--- src/rtl/ms_interval_timer_pkg.sv ---
package ms_interval_timer_pkg;
  localparam int unsigned ITM_DATA_W_DEF = 36;
  localparam int unsigned ITM_TICK_W_DEF = 12;

  typedef enum logic [1:0] {
    CD_IDLE = 2'd0,
    CD_LOAD = 2'd1,
    CD_STEP = 2'd2
  } cd_op_e;
endpackage

--- src/rtl/ms_interval_round.sv ---
module ms_interval_round #(
  parameter int unsigned DATA_W = 36,
  parameter int unsigned TICK_W = 12,
  localparam int unsigned P_W   = DATA_W + 1
) (
  input  logic [DATA_W-1:0] raw_i,
  output logic [P_W-1:0]    period_o,
  output logic              is_zero_o
);
  localparam logic [P_W-1:0] STEP = P_W'(1) << TICK_W;

  logic [P_W-1:0] whole_ms;
  logic           frac_nz;

  always_comb begin
    whole_ms  = {1'b0, raw_i[DATA_W-1:TICK_W], {TICK_W{1'b0}}};
    frac_nz   = |raw_i[TICK_W-1:0];
    period_o  = whole_ms + (frac_nz ? STEP : '0);
    is_zero_o = (period_o == '0);
  end
endmodule

--- src/rtl/ms_interval_countdown.sv ---
module ms_interval_countdown
  import ms_interval_timer_pkg::*;
#(
  parameter int unsigned DATA_W = 36,
  parameter int unsigned TICK_W = 12,
  localparam int unsigned P_W   = DATA_W + 1,
  localparam int unsigned T_W   = DATA_W + 2
) (
  input  logic           clk,
  input  logic           rst_n,
  input  logic           load_i,
  input  logic [P_W-1:0] period_i,
  input  logic           tick_i,
  output logic           expire_o,
  output logic           armed_o
);
  localparam logic [T_W-1:0] STEP = T_W'(1) << TICK_W;

  logic [P_W-1:0] period_q;
  logic [T_W-1:0] ttg_q;
  logic [T_W-1:0] ttg_dec;
  logic           armed_q;
  cd_op_e         op;

  always_comb begin
    if (load_i)                op = CD_LOAD;
    else if (tick_i && armed_q) op = CD_STEP;
    else                       op = CD_IDLE;
    ttg_dec  = ttg_q - STEP;
    expire_o = (op == CD_STEP) && (ttg_dec[T_W-1] || (ttg_dec == '0));
  end

  always_ff @(posedge clk) begin
    if (!rst_n) begin
      period_q <= '0;
      ttg_q    <= '0;
      armed_q  <= 1'b0;
    end else begin
      unique case (op)
        CD_LOAD: begin
          period_q <= period_i;
          ttg_q    <= {1'b0, period_i};
          armed_q  <= 1'b1;
        end
        CD_STEP: ttg_q <= expire_o ? {1'b0, period_q} : ttg_dec;
        default: ;
      endcase
    end
  end

  assign armed_o = armed_q;
endmodule

--- src/rtl/ms_interval_flag.sv ---
module ms_interval_flag (
  input  logic clk,
  input  logic rst_n,
  input  logic set_i,
  input  logic clr_i,
  output logic done_o,
  output logic irq_o
);
  always_ff @(posedge clk) begin
    if (!rst_n) begin
      done_o <= 1'b0;
      irq_o  <= 1'b0;
    end else begin
      irq_o <= set_i;
      if (set_i)      done_o <= 1'b1;
      else if (clr_i) done_o <= 1'b0;
    end
  end
endmodule

--- src/rtl/ms_interval_timer.sv ---
module ms_interval_timer
  import ms_interval_timer_pkg::*;
#(
  parameter int unsigned DATA_W = ITM_DATA_W_DEF,
  parameter int unsigned TICK_W = ITM_TICK_W_DEF
) (
  input  logic              clk,
  input  logic              rst_n,
  input  logic              wr_valid,
  output logic              wr_ready,
  input  logic [DATA_W-1:0] wr_data,
  output logic [DATA_W-1:0] rd_data,
  input  logic              tick_ovf,
  input  logic              done_clr,
  output logic              done_o,
  output logic              irq_o
);
  localparam int unsigned P_W = DATA_W + 1;

  logic [P_W-1:0]    rounded;
  logic              rounded_zero;
  logic              accept;
  logic              expire;
  logic              cd_armed;
  logic [DATA_W-1:0] raw_q;
  logic              ready_q;

  ms_interval_round #(.DATA_W(DATA_W), .TICK_W(TICK_W)) u_round (
    .raw_i     (wr_data),
    .period_o  (rounded),
    .is_zero_o (rounded_zero)
  );

  assign accept = wr_valid && wr_ready && !rounded_zero;

  always_ff @(posedge clk) begin
    if (!rst_n) begin
      raw_q   <= '0;
      ready_q <= 1'b0;
    end else begin
      ready_q <= 1'b1;
      if (accept) raw_q <= wr_data;
    end
  end

  assign wr_ready = ready_q;
  assign rd_data  = raw_q;

  ms_interval_countdown #(.DATA_W(DATA_W), .TICK_W(TICK_W)) u_cd (
    .clk      (clk),
    .rst_n    (rst_n),
    .load_i   (accept),
    .period_i (rounded),
    .tick_i   (tick_ovf),
    .expire_o (expire),
    .armed_o  (cd_armed)
  );

  ms_interval_flag u_flag (
    .clk    (clk),
    .rst_n  (rst_n),
    .set_i  (expire),
    .clr_i  (done_clr),
    .done_o (done_o),
    .irq_o  (irq_o)
  );
endmodule

--- config.mk ---
export PLATFORM = sky130hd
export DESIGN_NAME = ms_interval_timer
export DESIGN_NICKNAME = d
export VERILOG_FILES = /design/src/rtl/ms_interval_timer_pkg.sv /design/src/rtl/ms_interval_round.sv /design/src/rtl/ms_interval_countdown.sv /design/src/rtl/ms_interval_flag.sv /design/src/rtl/ms_interval_timer.sv
export SDC_FILE = /design/constraint.sdc
export NUM_CORES = 1
export LEC_CHECK = 0
export ABC_AREA = 1
export BUFFER_PORTS_ARGS = -buffer_cell sky130_fd_sc_hd__clkbuf_2
export CAP_MARGIN = 20
export CORE_AREA = 2 2 105 107
export CTS_CLUSTER_SIZE = 28
export DETAILED_ROUTE_END_ITERATION = 6
export DIE_AREA = 0 0 107 109
export GPL_ROUTABILITY_DRIVEN = 0
export GPL_TIMING_DRIVEN = 0
export PLACE_DENSITY = 0.75
export REMOVE_ABC_BUFFERS = 1
export SYNTH_ARGS = -nofsm -noshare
export SYNTH_HDL_FRONTEND = slang
export SYNTH_SLANG_ARGS = --single-unit
--- constraint.sdc ---
create_clock -name clk -period 2.9 [get_ports clk]
set_input_delay 0.58 -clock clk [delete_from_list [all_inputs] [get_ports clk]]
set_output_delay 0.58 -clock clk [all_outputs]
set_load 0.05 [all_outputs]
### After elaboration in Yosys (flattened, before gate mapping)

Cells that the tools add are included.
W data, S select, Z words.

* add/sub/neg operators: 2
* equal/unequal tests: 2
* muxes and demuxes: 8
* reductions and logical operators: 11

Operator list (count)
* $pmux W38 S2: 1
* $logic_not A38 Y1: 1
* $mux W38: 1
* $sub A38 B13 Y38 const B: 1
* $add A36 B37 Y37: 1
* $logic_not A37 Y1: 1
* $mux W13: 1
* $reduce_or A12 Y1: 1
* $logic_and A1 B1 Y1: 4
* $mux W2: 2
* $reduce_bool A2 Y1: 2
* $mux W1: 3
* $eq A2 B1 Y1 const B: 1
* $eq A2 B2 Y1 const B: 1
* $logic_not A1 Y1: 1
* $logic_or A1 B1 Y1: 1

* flip-flop bits (word level): 115
* output and inout port bits: 39

### Depth between registers and ports, before layout

Gate-level depths: netlist (run 1).

* depth after elaboration: 11
* mapped depth: 23

### By module

A second synthesis (run 1) with hierarchy kept.

* cell total of the unflattened synthesis: 1107
* area, all modules: 6950.4 µm²

Modules (own cells, without submodules)
* ms_interval_countdown: instances 1, cells each 650, area an instance 4310.4 µm², sequential area each 1521.5 µm²
* ms_interval_timer: instances 1, cells each 231, area an instance 1521.5 µm², sequential area each 740.7 µm²
* ms_interval_round: instances 1, cells each 219, area an instance 1058.5 µm², sequential area each 0.0 µm²
* ms_interval_flag: instances 1, cells each 7, area an instance 60.1 µm², sequential area each 40.0 µm²

### Worst setup path before layout (run 1)

Ideal clock, no wire load.

* path type: input-to-reg
* start: input wr_data[4]
* end: register u_cd.ttg_q[19]
* library setup time: 70 ps
* data arrival time: 2754 ps
* required time: 2830 ps
* setup slack: 76 ps
* stages on the path: 21
* path buffers: 2
* path through: nor4_1 > nand3_1 > ha_1 > ha_1 > nand2_1 > nor2_4 > nand2_1 > nand2_1 > nand2_1 > nand2_1 > nor2_1 > nand3_1 > nor2_4 > nand2_4 > nand2_4 > buf_6 > buf_6 > nand3_1 > nand2_1 > inv_2 > a21oi_2

* word-level cells in the longest chain between the ends: 11
* elaborated cells on any way between the ends: 13
* those cells by class: add/sub: 1; eq/ne: 2; mux: 4; reduce/logical: 6

RTL lines
* from (decl): RTL line ms_interval_timer.sv:11 `input logic [DATA_W-1:0] wr_data,`
* $reduce_or A12 Y1 (*): RTL line ms_interval_round.sv:17 `frac_nz = |raw_i[TICK_W-1:0];`
* $mux W13 (*): RTL line ms_interval_round.sv:18 `period_o = whole_ms + (frac_nz ? STEP : '0);`
* $add A36 B37 Y37 (*): RTL line ms_interval_round.sv:18
* $logic_not A37 Y1: RTL line ms_interval_round.sv:19 `is_zero_o = (period_o == '0);`
* $logic_not A1 Y1: RTL line ms_interval_timer.sv:34 `assign accept = wr_valid && wr_ready && !rounded_zero;`
* $logic_and A1 B1 Y1: RTL line ms_interval_timer.sv:34
* $mux W2: RTL line ms_interval_countdown.sv:26 `if (load_i) op = CD_LOAD;`
* $eq A2 B2 Y1: RTL line ms_interval_countdown.sv:30, ms_interval_countdown.sv:39
* $logic_and A1 B1 Y1: RTL line ms_interval_countdown.sv:30 `expire_o = (op == CD_STEP) && (ttg_dec[T_W-1] || (ttg_dec == '0));`
* $mux W38: RTL line ms_interval_countdown.sv:45 `CD_STEP: ttg_q <= expire_o ? {1'b0, period_q} : ttg_dec;`
* $pmux W38 S2: RTL line ms_interval_countdown.sv:39 `unique case (op)`
* to (signal assigned): RTL line ms_interval_countdown.sv:42 `ttg_q <= {1'b0, period_i};`
* to (signal assigned): RTL line ms_interval_countdown.sv:45
* to (decl): RTL line ms_interval_countdown.sv:20 `logic [T_W-1:0] ttg_q;`

Mark *: on every way between the ends. The rest lies on a longest branch, timed or not.
A chain may end at the register's enable or synchronous reset.

### Worst setup path after layout (run 1)

* start: input wr_data[0]
* end: register u_cd.ttg_q[24]

The elaborated chain is that of the path after synthesis.

==> results of run 1 <==
placed cells by master, fill, tap and decap left out, drive strengths merged, types with 7 or more instances in the layout:
master / n
a21oi: 64
buf: 33
clkbuf: 77
dfxtp: 91
inv: 85
nand2: 268
nand3: 89
nand3b: 7
nand4: 14
nor2: 136
o21ai: 43
xnor2: 14
power by group:
group | internal [mW] | leakage, nW | switching, mW | total, mW
clock | 0.484 | 0.109 | 0.483 | 0.967
combinational | 0.337 | 2.17 | 0.667 | 1.00
sequential | 1.32 | 0.747 | 0.0522 | 1.37
kinds of logic (layout without fill, tap and decap cells):
| group | count (synthesis) | in the layout |
|---|---|---|
| xor gates and xnor gates | 18 | 18 |
| AOI/OAI and AO/OA | 108 | 109 |
| DFF | 91 | 91 |
| buffers and inverters | 118 | 202 |
| adders and majority gates | 4 | 4 |
| and+or+nand+nor | 514 | 519 |
Yosys cell counts (all sizes together) (3+ instances only):
cell type and count:
nand2 263, nor2 136, dfxtp 91, nand3 89, inv 83, a21oi 63, o21ai 43, buf 17
clkbuf 17, nand4 14, xnor2 14, nand3b 7, ha 4, xor2 4, nor4 3
worst max-delay path: stages:
cell	delay [ps]
buf_8	80
nor4_4	30
nand3_1	100
ha_2	220
ha_4	170
nand2_4	60
nor2_4	230
nand2_4	100
nor2_4	160
nand2_1	60
nand2_1	70
nand2_2	60
nor2_1	80
nand2_1	110
nor2_4	180
nand2_8	120
buf_6	150
a21oi_4	200
clkbuf_16	200
nand2_1	60
a21oi_2	100
sequential cells by signal (all words and copies together) (netlist names):
| register | count |
|---|---|
| u_cd.period_q | 25 |
| u_flag.irq_o | 1 |
| u_cd.ttg_q | 26 |
| wr_ready | 1 |
| rd_data | 36 |
| u_cd.armed_o | 1 |
| u_flag.done_o | 1 |
what timing repair did:
item                       4_1_cts  5_1_grt
resized for setup               24       70
setup endpoints to repair       90       90
pin swaps                        9       33
setup buffers                    9       10
cloned                           5        3
final timing paths:
kind / to / slack [ps] / cells past startpoint
setup / recovery: u_cd.ttg_q[24] / 50 / 21
hold / removal: u_flag.done_o / 400 / 2
setup reg to reg: u_cd.ttg_q[32] / 200 / 16
hold reg to reg: u_cd.ttg_q[21] / 460 / 2
cell type report:
cell class,instances,share of cell area (%)
timing repair buffer,101,11.26
sequential,91,27.41
clock buffer,9,1.864
timing repair inverter,1,0.1318
inverter,84,5.008
clock inverter,7,1.374
tap,140,2.636
multi-input combinational,650,50.32
metal layers:
layer  share of wire [%]  vias to the layer above  global-route usage (%)
li1                    -                     2895                       -
met1                  42                     2605                   32.79
met2                  48                      233                   44.09
met3                 7.2                       35                   4.124
met4                 2.4                        0                   9.926
met5                   0                        -                       0
through the flow:
step / total power [mW] / std cells / TNS (ps) / setup WS [ps] / hold slack, ps
CTS: 3.264 / 1069 / 0 / 6.179 / 395.1
detailed placement: 2.277 / 1039 / -131400 / -1816 / 444.2
global placement: 2.265 / 1038 / -130960 / -1834 / 439.4
floorplan: 2.058 / 819 / -40160 / -627.2 / 426.1
finish: 3.346 / 1083 / 0 / 46.95 / 395.2
global route: 3.528 / 1083 / -2453 / -80.66 / 392.5
==> flow_summary_export.csv, run 1 <==
group,metric,value,unit
clock_tree,cts_buffers,9,
grt,grt_max_degree,53,
layout,layout-drive-gt1-share,21.85,%
layout,seq_area,0.001822,sq mm
clock_tree,cts_buffer_depth,2,
grt,grt_first_pass_wirelength,24.21,mm
clock_tree,cts.sinks,91,
clock_tree,path_clk_slew,90,ps
placement,placed_cell_area,0.005761,sq mm
job,maxCapViolations,0,
status,outcome,"finished, final reports clean",
synth,synth_top_family_by_area,"simple AND/OR/NAND/NOR gates",
floorplan,die_w,107,microns
hold_path,min-delay-start,"done_clr",
clock_tree,clockRootBuffer,"clkbuf_8",
worst_setup_path,worstPathArrival,3150,ps
floorplan,core_area,0.01060,sq mm
grt,grt-ovfl-total,0,
routing,totalWireLength,15.26,mm
grt,antenna_found_initial,0,
timing,max_slew_margin,38.62,%
synth,ys_top_cells_by_area,"dfxtp_1 34%, nand2_1 18%, nor2_1 8.7%",
clock_tree,clk_latency,380,ps
timing,fmax,350.5,MHz
synth,ys_seq_elements,91,
routing,wl_per_cell,14.09,microns
synth,synthDistinctLibCells,33,
layout,design_area,0.006646,sq mm
timing,maxSlewViolCount,0,
worst_setup_path,setup.worst_path.start,"wr_data[0]",
worst_setup_path,endpoint_kind,"flip-flop",
clock_tree,cts_tree,"built",
worst_setup_path,crit_type,"in -> reg",
routing,dr.pass1.iters,5,
synth,synth_compound_area_share,11.52,%
layout,multiInputGateArea,0.003344,sq mm
pwr,irDropWorstVdd,361.2,uV
layout,area_delta_synth_final,23.91,%
pwr,p_leak,3.022,nW
timing,rsz0062_at_grt,"yes",
synth,synth-simple-area-share,41.08,%
synth,synth_area_per_cell,6.288,sq um
worst_setup_path,r2r_start,"u_cd.ttg_q[12]",
timing,period_share,98.38,%
placement,place.detailed.hpwl,9.153,mm
synth,synth_edf_count,0,
routing,vias,5768,
floorplan,die_h,109,microns
layout,fin_util,62.69,%
worst_setup_path,path_max_fanout,8,
routing,drt-initial-drc-count,421,
layout,antenna_cells,0,
synth,muxShareOfSynthArea,0,%
clock_tree,htree_levels,3,
synth,synth_area,0.005364,sq mm
routing,vias_per_cell,5.326,
layout,fillers,952,
clock_tree,postCtsHoldBufs,0,
synth,synth_warnings,0,
synth,synth_top_area_share,33.96,%
timing,worstMarginPinSlew,919.6,ps
placement,port_buffers,79,
hold_path,min_path_type,"in -> reg",
synth,synthArstFlopShare,0,%
synth,synth_flop_cell,"dfxtp_1",
worst_setup_path,start_kind,"input port",
synth,syn_inst,853,
routing,postRouteAntennaNets,0,
synth,yosys.area.top_type,"dfxtp_1",
synth,synthXorXnorAreaFrac,3.079,%
timing,final-hold-violation-count,0,
floorplan,die_area,0.01166,sq mm
synth,yosysSeqAreaShare,33.96,%
timing,fin_skew,7.258,ps
floorplan,fp-row-count,38,
layout,nets,983,
floorplan,initial_utilization,50.59,%
timing,setup_violations,0,
routing,drt_drc_violations_left,0,
synth,synthAdderAreaFrac,0.9331,%
grt,grt_util_all_layers,25.80,%
worst_setup_path,crit_required,3200,ps
grt,grt_pass1_vias,5186,
floorplan,ioPinCount,80,
timing,fin_crit,2853,ps
pwr,power_density,503.4,mW/mm^2
Note: power is estimated with default switching activity, not from simulation.
==> run 2: changes to the inputs <==
--- a/config.mk
+++ b/config.mk
@@ -5,7 +5,7 @@
 export SDC_FILE = /design/constraint.sdc
 export NUM_CORES = 1
 export LEC_CHECK = 0
-export ABC_AREA = 1
+export ABC_AREA = 0
 export BUFFER_PORTS_ARGS = -buffer_cell sky130_fd_sc_hd__clkbuf_2
 export CAP_MARGIN = 20
 export CORE_AREA = 2 2 105 107
==> flow_summary_export.csv, run 2 <==
group,metric,value,unit
status,outcome,"finished, violations left",
status,violations,"setup timing",
routing,postRouteAntennaNets,0,
synth,synthArstFlopShare,0,%
worst_setup_path,path_cells,"clkbuf_2 > nor4_2 > nand3_2 > ha_4 > ha_4 > a311o_1 > o21ai_1 > a41o_1 > nand2_1 > or4_4 > o41a_4 > buf_12 > buf_8 > nor4_4 > nor3_2",
layout,layout_common_cells,"102 x nand2_1, 89 x dfxtp_1, 77 x clkbuf_2",
pwr,power,3.267,mW
clock_tree,postCtsHoldBufs,0,
clock_tree,cts_tree,"built",
timing,worstMarginPinSlew,890.2,ps
synth,synth_top_area_share,33.93,%
clock_tree,htree_levels,3,
worst_setup_path,path_common_cell,"ha_4",
placement,place.detailed.hpwl,10.55,mm
synth,synth_common_cells,"114 x nand2_1, 91 x dfxtp_1, 80 x nor2_1, 67 x a21oi_1, 35 x clkbuf_1",
worst_setup_path,cp.depth,15,
timing,worst_slack,-585.2,ps
grt,grt_util_all_layers,29.10,%
worst_setup_path,crit_type,"in -> reg",
clock_tree,path_clk_slew,90,ps
layout,area_delta_synth_final,32.88,%
synth,ys_seq_elements,91,
worst_setup_path,start_kind,"input port",
synth,synth_flop_cell,"dfxtp_1",
timing,period_share,120.2,%
floorplan,die_w,107,microns
grt,grt_first_pass_wirelength,27.55,mm
routing,dr.pass1.iters,5,
layout,nets,852,
worst_setup_path,r2r_slack,-480,ps
timing,rsz0062_at_grt,"yes",
routing,wl_per_cell,19.14,microns
hold_path,min_path_type,"in -> reg",
clock_tree,cts_buffer_depth,2,
timing,fin_skew,14.95,ps
layout,final_common_cell,"nand2_1",
layout,layout-drive-gt1-share,30.79,%
routing,drt_drc_violations_left,0,
floorplan,initial_utilization,50.64,%
floorplan,die_h,109,microns
job,maxCapViolations,0,
worst_setup_path,slowest_delay,560,ps
worst_setup_path,worstPathArrival,3760,ps
grt,antenna_found_initial,0,
routing,drt-initial-drc-count,552,
floorplan,ioPinCount,80,
pwr,p_leak,2.726,nW
synth,syn_inst,723,
routing,totalWireLength,18.22,mm
pwr,power_density,458.0,mW/mm^2
timing,maxSlewViolCount,0,
timing,fmax,286.9,MHz
layout,largest_reg_flops,36,
worst_setup_path,cp_slowest_cell,"or4_4",
layout,antenna_cells,0,
clock_tree,cts_buffers,9,
worst_setup_path,path_max_fanout,6,
synth,yosys.area.top_type,"dfxtp_1",
pwr,irDropWorstVdd,345.6,uV
timing,final-hold-violation-count,0,
grt,grt_pass1_vias,5640,
timing,fin_crit,3485,ps
worst_setup_path,r2r-end,"u_cd.ttg_q[35]",
hold_path,holdPathEnd,"rd_data[6]",
worst_setup_path,endpoint_kind,"flip-flop",
synth,synth_area_per_cell,7.426,sq um
worst_setup_path,crit_required,3170,ps
synth,yosysSeqAreaShare,33.93,%
worst_setup_path,crit_family,"simple AND/OR/NAND/NOR gates",
grt,grt-ovfl-total,0,
floorplan,fp-row-count,38,
floorplan,core_area,0.01060,sq mm
placement,port_buffers,79,
synth,synth_warnings,0,
synth,ys_top_cells_by_area,"dfxtp_1 34%, nand2_1 8.0%, a21oi_1 6.2%",
timing,setup_violations,90,
hold_path,holdPathStages,3,
routing,vias,6024,
worst_setup_path,r2r_cells,8,
synth,yosysMostFrequentCell,"nand2_1",
clock_tree,clk_latency,380,ps
routing,vias_per_cell,6.328,
timing,max_slew_margin,40.38,%
clock_tree,cts.sinks,91,
synth,synth_area,0.005369,sq mm
layout,fin_util,67.29,%
grt,grt_max_degree,55,
clock_tree,clockRootBuffer,"clkbuf_8",
floorplan,die_area,0.01166,sq mm
worst_setup_path,r2r_start,"u_cd.ttg_q[14]",
synth,synth_edf_count,0,
synth,synthDistinctLibCells,74,
hold_path,min-delay-start,"wr_data[6]",
worst_setup_path,cp_num_buf_inv,3,
## run 2: final cells by class
| cell class | instances | area, sq um |
|---|---|---|
| multi-input combinational | 566 | 3844 |
| fill | 776 | 3468 |
| sequential | 91 | 1824 |
| timing repair buffer | 130 | 1062 |
| tap | 140 | 175.2 |
| clock buffer | 12 | 145.1 |
| clock inverter | 4 | 50.05 |
| inverter | 9 | 33.78 |
## run 2: worst max-delay path by stage
stage                         startpoint  slack, ps              to
final                         wr_data[3]       -590  u_cd.ttg_q[27]
after global routing      u_cd.ttg_q[14]       -670  u_cd.ttg_q[35]
after CTS                    wr_data[10]       -570  u_cd.ttg_q[27]
after detailed placement      wr_data[7]      -1880  u_cd.ttg_q[20]
after global placement        wr_data[7]      -5290  u_cd.ttg_q[20]
after floorplan               wr_data[3]      -3130  u_cd.ttg_q[16]
## run 2: metrics by stage
stage                     cell area, sq um  hold WS (ps)  setup WS (ps)  cells  TNS [ps]
after CTS                             6658         435.7         -573.7    934    -41100
final                                 7134         445.6         -585.2    952    -43540
after global placement                5669         441.2          -5293    882   -403480
after floorplan                       5099         436.6          -3133    663   -240680
after detailed placement              5809         446.7          -1876    890   -137390
after global routing                  7134         451.3         -665.6    952    -50510
## run 2: power by group
group,switching [mW],internal (mW)
logic,0.596,0.369
registers,0.0896,1.32
clock network,0.472,0.422
## run 2: per-layer routing
layer | vias to the layer above | global-route usage [%] | wire length, microns
li1 | 2790 | - | -
met1 | 2848 | 37.42 | 7053
met2 | 323 | 48.27 | 8990
met3 | 63 | 5.380 | 1580
met4 | 0 | 11.97 | 596
met5 | - | 0 | 0
## run 2: cells by family (layout without fill, tap and decap cells)
family	after synthesis	count (layout)	synth area share (%)
and+or+nand+nor	349	349	32.44
AOI/OAI and AO/OA	173	176	20.81
DFF	91	91	33.93
buffers and inverters	69	155	5.663
xor gates and xnor gates	30	30	4.894
muxes	7	7	1.328
adders and majority gates	4	4	0.9322
## run 2: worst reg2reg max path, delay by kind of cell, from the launching register on
family             cells  cell delay [ps]
AOI/OAI and AO/OA      3              810
and+or+nand+nor        5             2020
DFF                    1              470
## run 2: timing repair
item	in CTS	in global routing
buffers inserted	24	14
endpoints found under the setup margin	90	90
resized for setup	81	74
pin swaps	26	35
gates cloned	4	4
